`src/rtl/cec_rx_pkg.sv`:
```
package cec_rx_pkg;
  typedef enum logic {ST_IDLE, ST_ACTV} rx_state_e;

  // decision point offset in ticks, reserved code -> 0
  function automatic int sp_offset(input logic [2:0] code);
    case (code)
      3'b000:  return 0;
      3'b001:  return 2;
      3'b010:  return 4;
      3'b011:  return 6;
      3'b101:  return -2;
      3'b110:  return -4;
      3'b111:  return -6;
      default: return 0;
    endcase
  endfunction

  // bit cycles of silence before timeout, reserved code -> 3
  function automatic int tmo_cycles(input logic [1:0] code);
    case (code)
      2'b00:   return 1;
      2'b01:   return 2;
      default: return 3;
    endcase
  endfunction
endpackage

```
`src/rtl/cec_rx_sync.sv`:
```
module cec_rx_sync (
  input  logic clk_i,
  input  logic rst_ni,
  input  logic tick_i,
  input  logic line_i,
  output logic line_s_o,
  output logic fall_o
);
  logic [1:0] sync_q;
  logic       prev_q;

  always_ff @(posedge clk_i or negedge rst_ni) begin
    if (!rst_ni) begin
      sync_q <= 2'b11;
      prev_q <= 1'b1;
    end else begin
      sync_q <= {sync_q[0], line_i};
      if (tick_i) prev_q <= sync_q[1];
    end
  end

  assign line_s_o = sync_q[1];
  assign fall_o   = tick_i & prev_q & ~sync_q[1];
endmodule

```
`src/rtl/cec_rx_timer.sv`:
```
module cec_rx_timer
  import cec_rx_pkg::*;
#(
  parameter int CNT_W   = 9,
  parameter int SP_BASE = 34,
  parameter int ML_BASE = 90
) (
  input  logic       clk_i,
  input  logic       rst_ni,
  input  logic       tick_i,
  input  logic       fall_i,
  input  logic [2:0] cfg_sample_i,
  input  logic [2:0] cfg_maxlen_i,
  input  logic [1:0] cfg_timeout_i,
  output logic       smp_at_o,
  output logic       ml_at_o,
  output logic       tmo_at_o
);
  logic [CNT_W-1:0] cnt_q;
  logic [CNT_W-1:0] sp_m1, ml_v, tmo_v;

  always_comb begin
    int sp_i;
    int ml_i;
    sp_i  = SP_BASE + sp_offset(cfg_sample_i) - 1;
    ml_i  = ML_BASE + int'($signed(cfg_maxlen_i));
    sp_m1 = CNT_W'(sp_i);
    ml_v  = CNT_W'(ml_i);
    tmo_v = CNT_W'(ml_i * (tmo_cycles(cfg_timeout_i) + 1));
  end

  // ticks since the last falling edge, saturating
  always_ff @(posedge clk_i or negedge rst_ni) begin
    if (!rst_ni) begin
      cnt_q <= '1;
    end else if (tick_i) begin
      if (fall_i) cnt_q <= '0;
      else if (cnt_q != '1) cnt_q <= cnt_q + 1'b1;
    end
  end

  assign smp_at_o = (cnt_q == sp_m1);
  assign ml_at_o  = (cnt_q == ml_v);
  assign tmo_at_o = (cnt_q == tmo_v);
endmodule

```
`src/rtl/cec_rx_frame.sv`:
```
module cec_rx_frame
  import cec_rx_pkg::*;
#(
  parameter int ADDR_W = 4,
  parameter int BYTE_W = 8
) (
  input  logic              clk_i,
  input  logic              rst_ni,
  input  logic              tick_i,
  input  logic              rx_en_i,
  input  logic              line_s_i,
  input  logic              fall_i,
  input  logic              smp_at_i,
  input  logic              ml_at_i,
  input  logic              tmo_at_i,
  input  logic              cfg_suspend_i,
  input  logic              cfg_promisc_i,
  input  logic [ADDR_W-1:0] cfg_addr_i,
  output logic              rx_idle_o,
  output logic              bit_valid_o,
  output logic              bit_o,
  output logic              byte_valid_o,
  output logic [BYTE_W-1:0] byte_o,
  output logic              eom_o,
  output logic              ack_drive_o,
  output logic              err_irq_o,
  output logic              tmo_irq_o,
  output logic              susp_irq_o
);
  localparam int BITS_PER_BYTE = BYTE_W + 2;
  localparam int IDX_W   = $clog2(BITS_PER_BYTE);
  localparam logic [IDX_W-1:0] IDX_LAST = IDX_W'(BYTE_W - 1);
  localparam logic [IDX_W-1:0] IDX_EOM  = IDX_W'(BYTE_W);
  localparam logic [IDX_W-1:0] IDX_ACK  = IDX_W'(BYTE_W + 1);
  localparam logic [ADDR_W-1:0] BCAST   = '1;

  rx_state_e         state_q;
  logic [IDX_W-1:0]  idx_q;
  logic [BYTE_W-1:0] shreg_q;
  logic              started_q, first_q, accept_q, direct_q, pend_q, eom_bit_q;
  logic              bitv_q, bit_q, bytev_q, eom_q, err_q, tmo_q, susp_q;
  logic [BYTE_W-1:0] byte_q;
  logic [ADDR_W-1:0] dst;

  assign dst = {shreg_q[ADDR_W-2:0], line_s_i};

  always_ff @(posedge clk_i or negedge rst_ni) begin
    if (!rst_ni) begin
      state_q   <= ST_IDLE;
      idx_q     <= '0;
      shreg_q   <= '0;
      started_q <= 1'b0;
      first_q   <= 1'b0;
      accept_q  <= 1'b0;
      direct_q  <= 1'b0;
      pend_q    <= 1'b0;
      eom_bit_q <= 1'b0;
      bitv_q    <= 1'b0;
      bit_q     <= 1'b0;
      bytev_q   <= 1'b0;
      byte_q    <= '0;
      eom_q     <= 1'b0;
      err_q     <= 1'b0;
      tmo_q     <= 1'b0;
      susp_q    <= 1'b0;
    end else begin
      bitv_q  <= 1'b0;
      bytev_q <= 1'b0;
      err_q   <= 1'b0;
      tmo_q   <= 1'b0;
      susp_q  <= 1'b0;
      if (!rx_en_i) begin
        state_q   <= ST_IDLE;
        started_q <= 1'b0;
        pend_q    <= 1'b0;
      end else if (tick_i) begin
        if (state_q == ST_IDLE) begin
          if (fall_i) begin
            state_q   <= ST_ACTV;
            idx_q     <= '0;
            started_q <= 1'b1;
            first_q   <= 1'b1;
            accept_q  <= 1'b0;
            direct_q  <= 1'b0;
            pend_q    <= 1'b0;
          end
        end else begin
          if (fall_i) started_q <= 1'b1;
          if (ml_at_i && !pend_q) begin
            if (cfg_suspend_i) begin
              pend_q <= 1'b1;
            end else begin
              err_q     <= 1'b1;
              state_q   <= ST_IDLE;
              started_q <= 1'b0;
            end
          end else if (tmo_at_i && pend_q) begin
            tmo_q     <= 1'b1;
            state_q   <= ST_IDLE;
            started_q <= 1'b0;
            pend_q    <= 1'b0;
          end else if (smp_at_i && started_q && !fall_i) begin
            bitv_q    <= 1'b1;
            bit_q     <= line_s_i;
            started_q <= 1'b0;
            if (idx_q < IDX_EOM) begin
              shreg_q <= {shreg_q[BYTE_W-2:0], line_s_i};
              idx_q   <= idx_q + 1'b1;
              if (idx_q == IDX_LAST && first_q) begin
                direct_q <= (dst == cfg_addr_i) && (dst != BCAST);
                accept_q <= (dst == cfg_addr_i) || (dst == BCAST) || cfg_promisc_i;
              end
            end else if (idx_q == IDX_EOM) begin
              eom_bit_q <= line_s_i;
              idx_q     <= IDX_ACK;
              if (accept_q) begin
                bytev_q <= 1'b1;
                byte_q  <= shreg_q;
                eom_q   <= line_s_i;
              end
            end else begin
              if (pend_q) begin
                susp_q  <= 1'b1;
                pend_q  <= 1'b0;
                state_q <= ST_IDLE;
              end else if (eom_bit_q) begin
                state_q <= ST_IDLE;
              end else begin
                idx_q   <= '0;
                first_q <= 1'b0;
              end
            end
          end
        end
      end
    end
  end

  assign rx_idle_o    = (state_q == ST_IDLE);
  assign ack_drive_o  = rx_en_i && (state_q == ST_ACTV) && (idx_q == IDX_ACK) &&
                        started_q && accept_q && (direct_q ^ pend_q);
  assign bit_valid_o  = bitv_q;
  assign bit_o        = bit_q;
  assign byte_valid_o = bytev_q;
  assign byte_o       = byte_q;
  assign eom_o        = eom_q;
  assign err_irq_o    = err_q;
  assign tmo_irq_o    = tmo_q;
  assign susp_irq_o   = susp_q;
endmodule

```
`src/rtl/cec_rx.sv`:
```
module cec_rx #(
  parameter int ADDR_W  = 4,
  parameter int BYTE_W  = 8,
  parameter int CNT_W   = 9,
  parameter int SP_BASE = 34,
  parameter int ML_BASE = 90
) (
  input  logic              clk_i,
  input  logic              rst_ni,
  input  logic              fs_tick_i,
  input  logic              rx_en_i,
  input  logic              line_i,
  input  logic [2:0]        cfg_sample_i,
  input  logic [2:0]        cfg_maxlen_i,
  input  logic [1:0]        cfg_timeout_i,
  input  logic              cfg_suspend_i,
  input  logic              cfg_promisc_i,
  input  logic [ADDR_W-1:0] cfg_addr_i,
  output logic              rx_idle_o,
  output logic              bit_valid_o,
  output logic              bit_o,
  output logic              byte_valid_o,
  output logic [BYTE_W-1:0] byte_o,
  output logic              eom_o,
  output logic              ack_drive_o,
  output logic              err_irq_o,
  output logic              tmo_irq_o,
  output logic              susp_irq_o
);
  logic line_s, fall, smp_at, ml_at, tmo_at;

  cec_rx_sync u_sync (
    .clk_i    (clk_i),
    .rst_ni   (rst_ni),
    .tick_i   (fs_tick_i),
    .line_i   (line_i),
    .line_s_o (line_s),
    .fall_o   (fall)
  );

  cec_rx_timer #(
    .CNT_W   (CNT_W),
    .SP_BASE (SP_BASE),
    .ML_BASE (ML_BASE)
  ) u_timer (
    .clk_i         (clk_i),
    .rst_ni        (rst_ni),
    .tick_i        (fs_tick_i),
    .fall_i        (fall),
    .cfg_sample_i  (cfg_sample_i),
    .cfg_maxlen_i  (cfg_maxlen_i),
    .cfg_timeout_i (cfg_timeout_i),
    .smp_at_o      (smp_at),
    .ml_at_o       (ml_at),
    .tmo_at_o      (tmo_at)
  );

  cec_rx_frame #(
    .ADDR_W (ADDR_W),
    .BYTE_W (BYTE_W)
  ) u_frame (
    .clk_i         (clk_i),
    .rst_ni        (rst_ni),
    .tick_i        (fs_tick_i),
    .rx_en_i       (rx_en_i),
    .line_s_i      (line_s),
    .fall_i        (fall),
    .smp_at_i      (smp_at),
    .ml_at_i       (ml_at),
    .tmo_at_i      (tmo_at),
    .cfg_suspend_i (cfg_suspend_i),
    .cfg_promisc_i (cfg_promisc_i),
    .cfg_addr_i    (cfg_addr_i),
    .rx_idle_o     (rx_idle_o),
    .bit_valid_o   (bit_valid_o),
    .bit_o         (bit_o),
    .byte_valid_o  (byte_valid_o),
    .byte_o        (byte_o),
    .eom_o         (eom_o),
    .ack_drive_o   (ack_drive_o),
    .err_irq_o     (err_irq_o),
    .tmo_irq_o     (tmo_irq_o),
    .susp_irq_o    (susp_irq_o)
  );
endmodule

```
`config.mk`:
```
export PLATFORM = sky130hd
export DESIGN_NAME = cec_rx
export DESIGN_NICKNAME = d
export VERILOG_FILES = /design/src/rtl/cec_rx_pkg.sv /design/src/rtl/cec_rx_sync.sv /design/src/rtl/cec_rx_timer.sv /design/src/rtl/cec_rx_frame.sv /design/src/rtl/cec_rx.sv
export SDC_FILE = /design/constraint.sdc
export NUM_CORES = 1
export LEC_CHECK = 0
export BUFFER_PORTS_ARGS = -buffer_cell sky130_fd_sc_hd__buf_2
export CAP_MARGIN = 40
export CORE_UTILIZATION = 55
export CTS_CLUSTER_SIZE = 16
export DETAILED_ROUTE_END_ITERATION = 12
export PLACE_DENSITY_LB_ADDON = 0.1
export SYNTH_ARGS = -nofsm -noshare
export SYNTH_HDL_FRONTEND = slang
export SYNTH_HIERARCHICAL = 1
export SYNTH_SLANG_ARGS = --single-unit
```
`constraint.sdc`:
```
create_clock -name clk_i -period 3.7 [get_ports clk_i]
set_input_delay 0.555 -clock clk_i [delete_from_list [all_inputs] [get_ports clk_i]]
set_output_delay 0.555 -clock clk_i [all_outputs]
set_load 0.05 [all_outputs]
```
# Word-level counts from Yosys, hierarchy flattened
# Cells that the tools add are included.
classes:
  addsub: 6
  muxes: 98
  multipliers: 1
  n_reduce_logical: 27
  magnitude_cmp: 1
  bitwise: 8
  n_eq_ne: 34
ops:
  columns: ["operator", "n"]
  rows:
  - ["$mux W1", 85]
  - ["$pmux W9 S6", 1]
  - ["$mux W4", 9]
  - ["$mul A32 B32 Y9", 1]
  - ["$eq A9 B9 Y1", 3]
  - ["$reduce_and A8 Y1", 3]
  - ["$ne A2 B2 Y1 const B", 10]
  - ["$mux W9", 2]
  - ["$ne A4 B4 Y1 const B", 4]
  - ["$ne A5 B5 Y1 const B", 3]
  - ["$eq A4 B4 Y1 const B", 3]
  - ["$reduce_and A6 Y1", 2]
  - ["$logic_and A1 B1 Y1", 11]
  - ["$reduce_and A10 Y1", 1]
  - ["$add A7 B9 Y9 const A", 1]
  - ["$add A8 B3 Y9 const A", 1]
  - ["$add A9 B1 Y9 const B", 1]
  - ["$eq A3 B3 Y1 const B", 3]
  - ["$ne A9 B9 Y1 const B", 1]
  - ["$reduce_and A9 Y1", 1]
  - ["$sub A9 B2 Y9 const B", 1]
  - ["$reduce_and A7 Y1", 1]
  - ["$eq A3 B2 Y1 const B", 2]
  - ["$not A1 Y1", 5]
  - ["other kinds (16)", 20]
totals:
  reg_bits: 46
  input_bits: 19
  elab_cells: 195

# Logic depth before layout (Yosys ltp)
logic_depth:
  word_depth: 13
  depth_mapped: 22
  depth_no_buf: 21

# Cells and area by module
# The synthesis kept the hierarchy.
by_module_without_submodules:
  columns: ["module", "n_inst", "cells_each", "area_per_inst_um2"]
  rows:
  - ["cec_rx_frame", 1, 142, 1679.1]
  - ["cec_rx_timer", 1, 163, 1428.9]
  - ["cec_rx_sync", 1, 5, 103.8]

# Worst setup path after synthesis
# No wires, ideal clock.
synth_path:
  kind: "input-to-reg"
  startpoint: "in cfg_timeout_i[1]"
  endpoint: "reg u_frame.idx_q[3]"
  setup_time_ps: 125
  setup_slack_ps: -1477
  path_stages: 18
  arrival_time_ps: 5052
  required_ps: 3575
  cell_sequence: "or2_2 -> ha_1 -> fa_1 -> ha_1 -> inv_1 -> fa_1 -> inv_1 -> ha_1 -> ha_1 -> fa_1 -> xor2_1 -> nor4_1 -> nand3_1 -> nor4_1 -> mux2i_4 -> nand2_1 -> nor4_1 -> a2111oi_0"
synth_via:
  elab_chain_len: 8
  word_cells_on_any_way: 9
synth_lines:
  columns: ["item", "line", "text"]
  rows:
  - ["from (decl)", "cec_rx.sv:15", "input logic [1:0] cfg_timeout_i,"]
  - ["$eq A2 B1 Y1 or $logic_not A2 Y1 (tied branches)", "cec_rx_pkg.sv:20", "case (code)"]
  - ["$pmux W2 S2 (*)", "cec_rx_pkg.sv:20", null]
  - ["$add A2 B1 Y3 (*)", "cec_rx_timer.sv:29", "tmo_v = CNT_W'(ml_i * (tmo_cycles(cfg_timeout_i) + 1));"]
  - ["$mul A32 B32 Y9 (*)", "cec_rx_timer.sv:29", null]
  - ["$eq A9 B9 Y1 (*)", "cec_rx_timer.sv:44", "assign tmo_at_o = (cnt_q == tmo_v);"]
  - ["via tmo_at", "cec_rx.sv:30", "logic line_s, fall, smp_at, ml_at, tmo_at;"]
  - ["$logic_and A1 B1 Y1 (*)", "cec_rx_frame.sv:97", "end else if (tmo_at_i && pend_q) begin"]
  - ["$ne A2 B2 Y1 (no line) (*)", null, null]
  - ["$reduce_and A8 Y1 (no line) (*)", null, null]
  - ["to (signal assigned)", "cec_rx_frame.sv:108", "idx_q <= idx_q + 1'b1;"]
  - ["to (decl)", "cec_rx_frame.sv:38", "logic [IDX_W-1:0] idx_q;"]
# The timed path passes the listed nets; every way through them passes the cells marked *.
# A chain may end at the register's enable or synchronous reset.

# Worst setup path in the final report
layout_path:
  startpoint: "in cfg_timeout_i[0]"
  endpoint: "reg u_frame.shreg_q[5]"
layout_via:
  elab_chain_len: 8
  word_cells_on_any_way: 9
layout_lines:
  columns: ["item", "line", "text"]
  rows:
  - ["$eq A2 B1 Y1 or $logic_not A2 Y1 (tied branches)", "cec_rx_pkg.sv:20", null]
  - ["$pmux W2 S2 (*)", "cec_rx_pkg.sv:20", null]
  - ["$add A2 B1 Y3 (*)", "cec_rx_timer.sv:29", null]
  - ["$mul A32 B32 Y9 (*)", "cec_rx_timer.sv:29", null]
  - ["$eq A9 B9 Y1 (*)", "cec_rx_timer.sv:44", null]
  - ["via tmo_at", "cec_rx.sv:30", null]
  - ["$logic_and A1 B1 Y1 (*)", "cec_rx_frame.sv:97", null]
  - ["$not A1 Y1 (no line) (*)", null, null]
  - ["$reduce_and A7 Y1 (no line) (*)", null, null]
  - ["to (signal assigned)", "cec_rx_frame.sv:107", "shreg_q <= {shreg_q[BYTE_W-2:0], line_s_i};"]
  - ["to (decl)", "cec_rx_frame.sv:39", "logic [BYTE_W-1:0] shreg_q;"]
# Marks and branches as above.

==> results.ini <==
[power_and_ir_drop]
irDropWorstVdd_mv = 0.230
p_per_area_nw_per_um2 = 339
leakage_nw = 1.93

[clocking]
numCtsBuffers = 5
h-tree-depth = 2
clock_sinks = 46
root_buffer = clkbuf_8
cts_tree = built
ctsHoldBuffers = 0
clockBufferDepth = 2
clk_pin_slew_ns = 0.09
clock_latency_ns = 0.30

[detailed_routing]
ant_nets = 0
via_per_inst = 5.74
drtPass1Iterations = 4
vias = 2544
wirelength_mm = 7.28
wl_per_cell_microns = 16.4
first_iter_violations = 230
drcViolationCount = 0

[layout]
stdcell_count = 443
area_growth_pct = 27.6
final_util = 0.735
diodes = 0
drive_gt1_frac = 0.402
nNetsFinal = 425

[yosys]
synth-seq-area-share = 0.363
synth_area_sq_um = 3210
syn_area_per_cell_sq_um = 10.4
synth_seq_cells = 46
synthCells = 310
synth_compound_area_frac = 0.0775
synthTopCellsByArea = dfrtp_1, ha_1, dfstp_2
synth_top_area_cell = dfrtp_1
yosysWarnings = 6
synthesis.nets = 365
synth_top_family_by_area = simple AND/OR/NAND/NOR gates
synth-simple-area-share = 0.185
async_flop_share = 1.00
synth_top_cell_area_share = 0.265
synth_fa_ha_area_frac = 0.157
synth_cell_types = 56
synth_edf_count = 0
synth_mux_area_frac = 0.0814
synth-xor-area-share = 0.0884
ys.flop_type = dfrtp_1

[placement]
gp_congestion = 0.854
dpl.hpwl_mm = 5.12
dp_worst_setup_slack_ns = -1.76
dp.cells = 428
port_buffers = 35

[floorplanning]
die_x_microns = 78.4
start_util = 0.576
num_rows = 27
core_sq_um = 5570
io_pins = 36
die-area_sq_um = 6150
die_h_microns = 78.4

[sta]
fmax_mhz = 211
rsz0062_at_grt = true
finalSetupViolCount = 33
tightestPinTransition_ns = 0.669
worst_slack_ns = -1.04
drv_slew = 0
fin_crit_sh = 1.28
clock-skew-final_ns = 0.00900
slew_headroom = 0.552
fin_crit_ns = 4.74
finalHoldViolations = 0

[critical_path]
crit_chain = buf_6, or2_4, ha_4, nor2b_4, fa_1, ha_1, inv_2, fa_1, inv_2, ha_4, ha_4, fa_1, xor2_1, nor4_1, nand3_1, nor4_4, mux2i_4, nand3_4, buf_6, nor2_4, mux2_2
slowest_stage = fa_1
worst_r2r_startpoint = u_timer/cnt_q[3]$_DFFE_PN1P_
critPathLaunch = cfg_timeout_i[0]
cp.required_ns = 3.89
setup.worst_path.end_class = register
timing.critical_path.buf_inv = 4
max_stage_delay_ns = 0.51
startpoint_type = primary input
reg2reg_slack_ns = 0.98
crit_fanout = 8
crit_type = in -> reg
path_delay_family = adder cells
cp.arrival_ns = 4.93

[grt]
grt_max_degree = 34
met3_usage = 0.0465
grt_pass1_vias = 2618
grt_pass1_wl_mm = 12.2
grt_usage = 0.258
met2_usage = 0.426
antenna_found_initial = 0
grt-ovfl-total = 0
grtUsageMet1 = 0.339
grt_busiest_layer = met2

[worst_hold_path]
hp-class = in -> async

[outcome]
violations = negative setup slack
status = finished with violations

[flow_run]
max_cap_viol_count = 0

==> power breakdown <==
group | internal, mW | switching (mW) | total, mW
clock network | 0.133 | 0.174 | 0.308
registers | 0.557 | 0.0954 | 0.652
logic | 0.204 | 0.223 | 0.428
total | 0.894 | 0.493 | 1.39
==> worst register-to-register path, cell delays in order (launching register included) <==
cell and delay, ns:
dfstp_2 0.65, and2_1 0.19, nor3b_1 0.22, a31oi_1 0.07, nor3_1 0.20, and3b_1 0.38, nand3_4 0.14, buf_6 0.15
nor2_4 0.26, mux2_2 0.38
==> synthesized netlist by cell type (all sizes together) (6+ instances only) <==
| cell type | number |
|---|---|
| dfrtp | 34 |
| a21oi | 7 |
| dfstp | 12 |
| inv | 28 |
| nand2b | 7 |
| o21ai | 11 |
| nand2 | 17 |
| nor3 | 8 |
| fa | 7 |
| xor2 | 19 |
| xnor2 | 10 |
| ha | 29 |
| nor2b | 10 |
| nor2 | 10 |
| clkbuf | 6 |
| nand3 | 9 |
| nor4 | 8 |
| mux2 | 20 |
==> cell usage in the layout (no fill, tap or decap), types with 3 or more instances in the layout <==
cell,Yosys,final
nand3_1,8,8
nor2b_1,10,6
and2_1,4,4
and3_1,4,4
buf_6,0,8
nor3_1,8,6
o31ai_1,3,3
a31oi_1,4,3
nand2b_1,7,6
fa_1,7,6
dfrtp_1,34,34
buf_2,5,33
nor4_4,1,4
xor2_1,19,19
nand4_1,5,5
mux2_4,1,17
a21oi_1,7,7
nor2_1,9,9
buf_4,0,21
clkbuf_8,0,5
nor4_1,7,4
nor2b_4,0,3
mux2_2,17,3
nand2_1,17,13
xnor2_1,9,9
ha_1,29,19
ha_4,0,9
o21ai_0,11,9
dfstp_2,12,12
nand2_2,0,3
inv_1,28,21
inv_2,0,7
==> repair_timing <==
action / CTS / global route
gates cloned: 0 / 0
pin swaps: 25 / 7
endpoints found under the setup margin: 33 / 33
setup buffers: 7 / 4
gates resized for setup: 32 / 14
==> final timing paths <==
kind | depth (start not counted) | end
worst max-delay path | 21 | u_frame/shreg_q[5]$_DFFE_PN0P_
worst min register to register | 0 | u_sync/sync_q[1]$_DFF_PN1_
max in group asynchronous | 2 | u_timer/cnt_q[3]$_DFFE_PN1P_
worst min-delay path | 1 | u_frame/err_irq_o$_DFF_PN0_
min in group clk_i | 1 | u_sync/sync_q[0]$_DFF_PN1_
worst max register to register | 9 | u_frame/shreg_q[5]$_DFFE_PN0P_
==> logic make-up after synthesis <==
family | Yosys count
and+or+nand+nor | 99
DFF | 46
buffers and inverters | 39
AOI/OAI and AO/OA | 38
adders and majority gates | 36
xor gates and xnor gates | 30
muxes | 22
==> cell type report <==
class / instances / area (sq um)
clock buffer: 5 / 68.8
clock inverter: 3 / 18.8
fill: 417 / 1480
inverter: 28 / 105
multi-input combinational: 225 / 2200
sequential: 46 / 1170
tap: 72 / 90.1
timing repair buffer: 64 / 453
==> per-stage QoR <==
step | TNS, ns | area, sq um | total power, mW | hold WS (ns)
after floorplan | -36.01 | 3360 | 0.932 | 0.259
after global placement | -47.87 | 3740 | 1.03 | 0.346
after detailed placement | -50.43 | 3760 | 1.05 | 0.349
after CTS | -29.53 | 4040 | 1.38 | 0.164
after global routing | -37.15 | 4100 | 1.48 | 0.175
final | -30.21 | 4100 | 1.39 | 0.159
==> metal layers <==
layer	up-vias	part of all wire
li1	1205	-
met1	1244	0.45
met2	81	0.49
met3	14	0.044
met4	0	0.014
met5	-	0
==> flip-flops by register name (all words and copies together), names as in the netlist, 2 cells and up <==
signal and cells:
u_frame/byte_o 8, u_frame/shreg_q 8, u_sync/sync_q 2, u_timer/cnt_q 9
u_frame/idx_q 4
(Power assumes the default switching activity.)
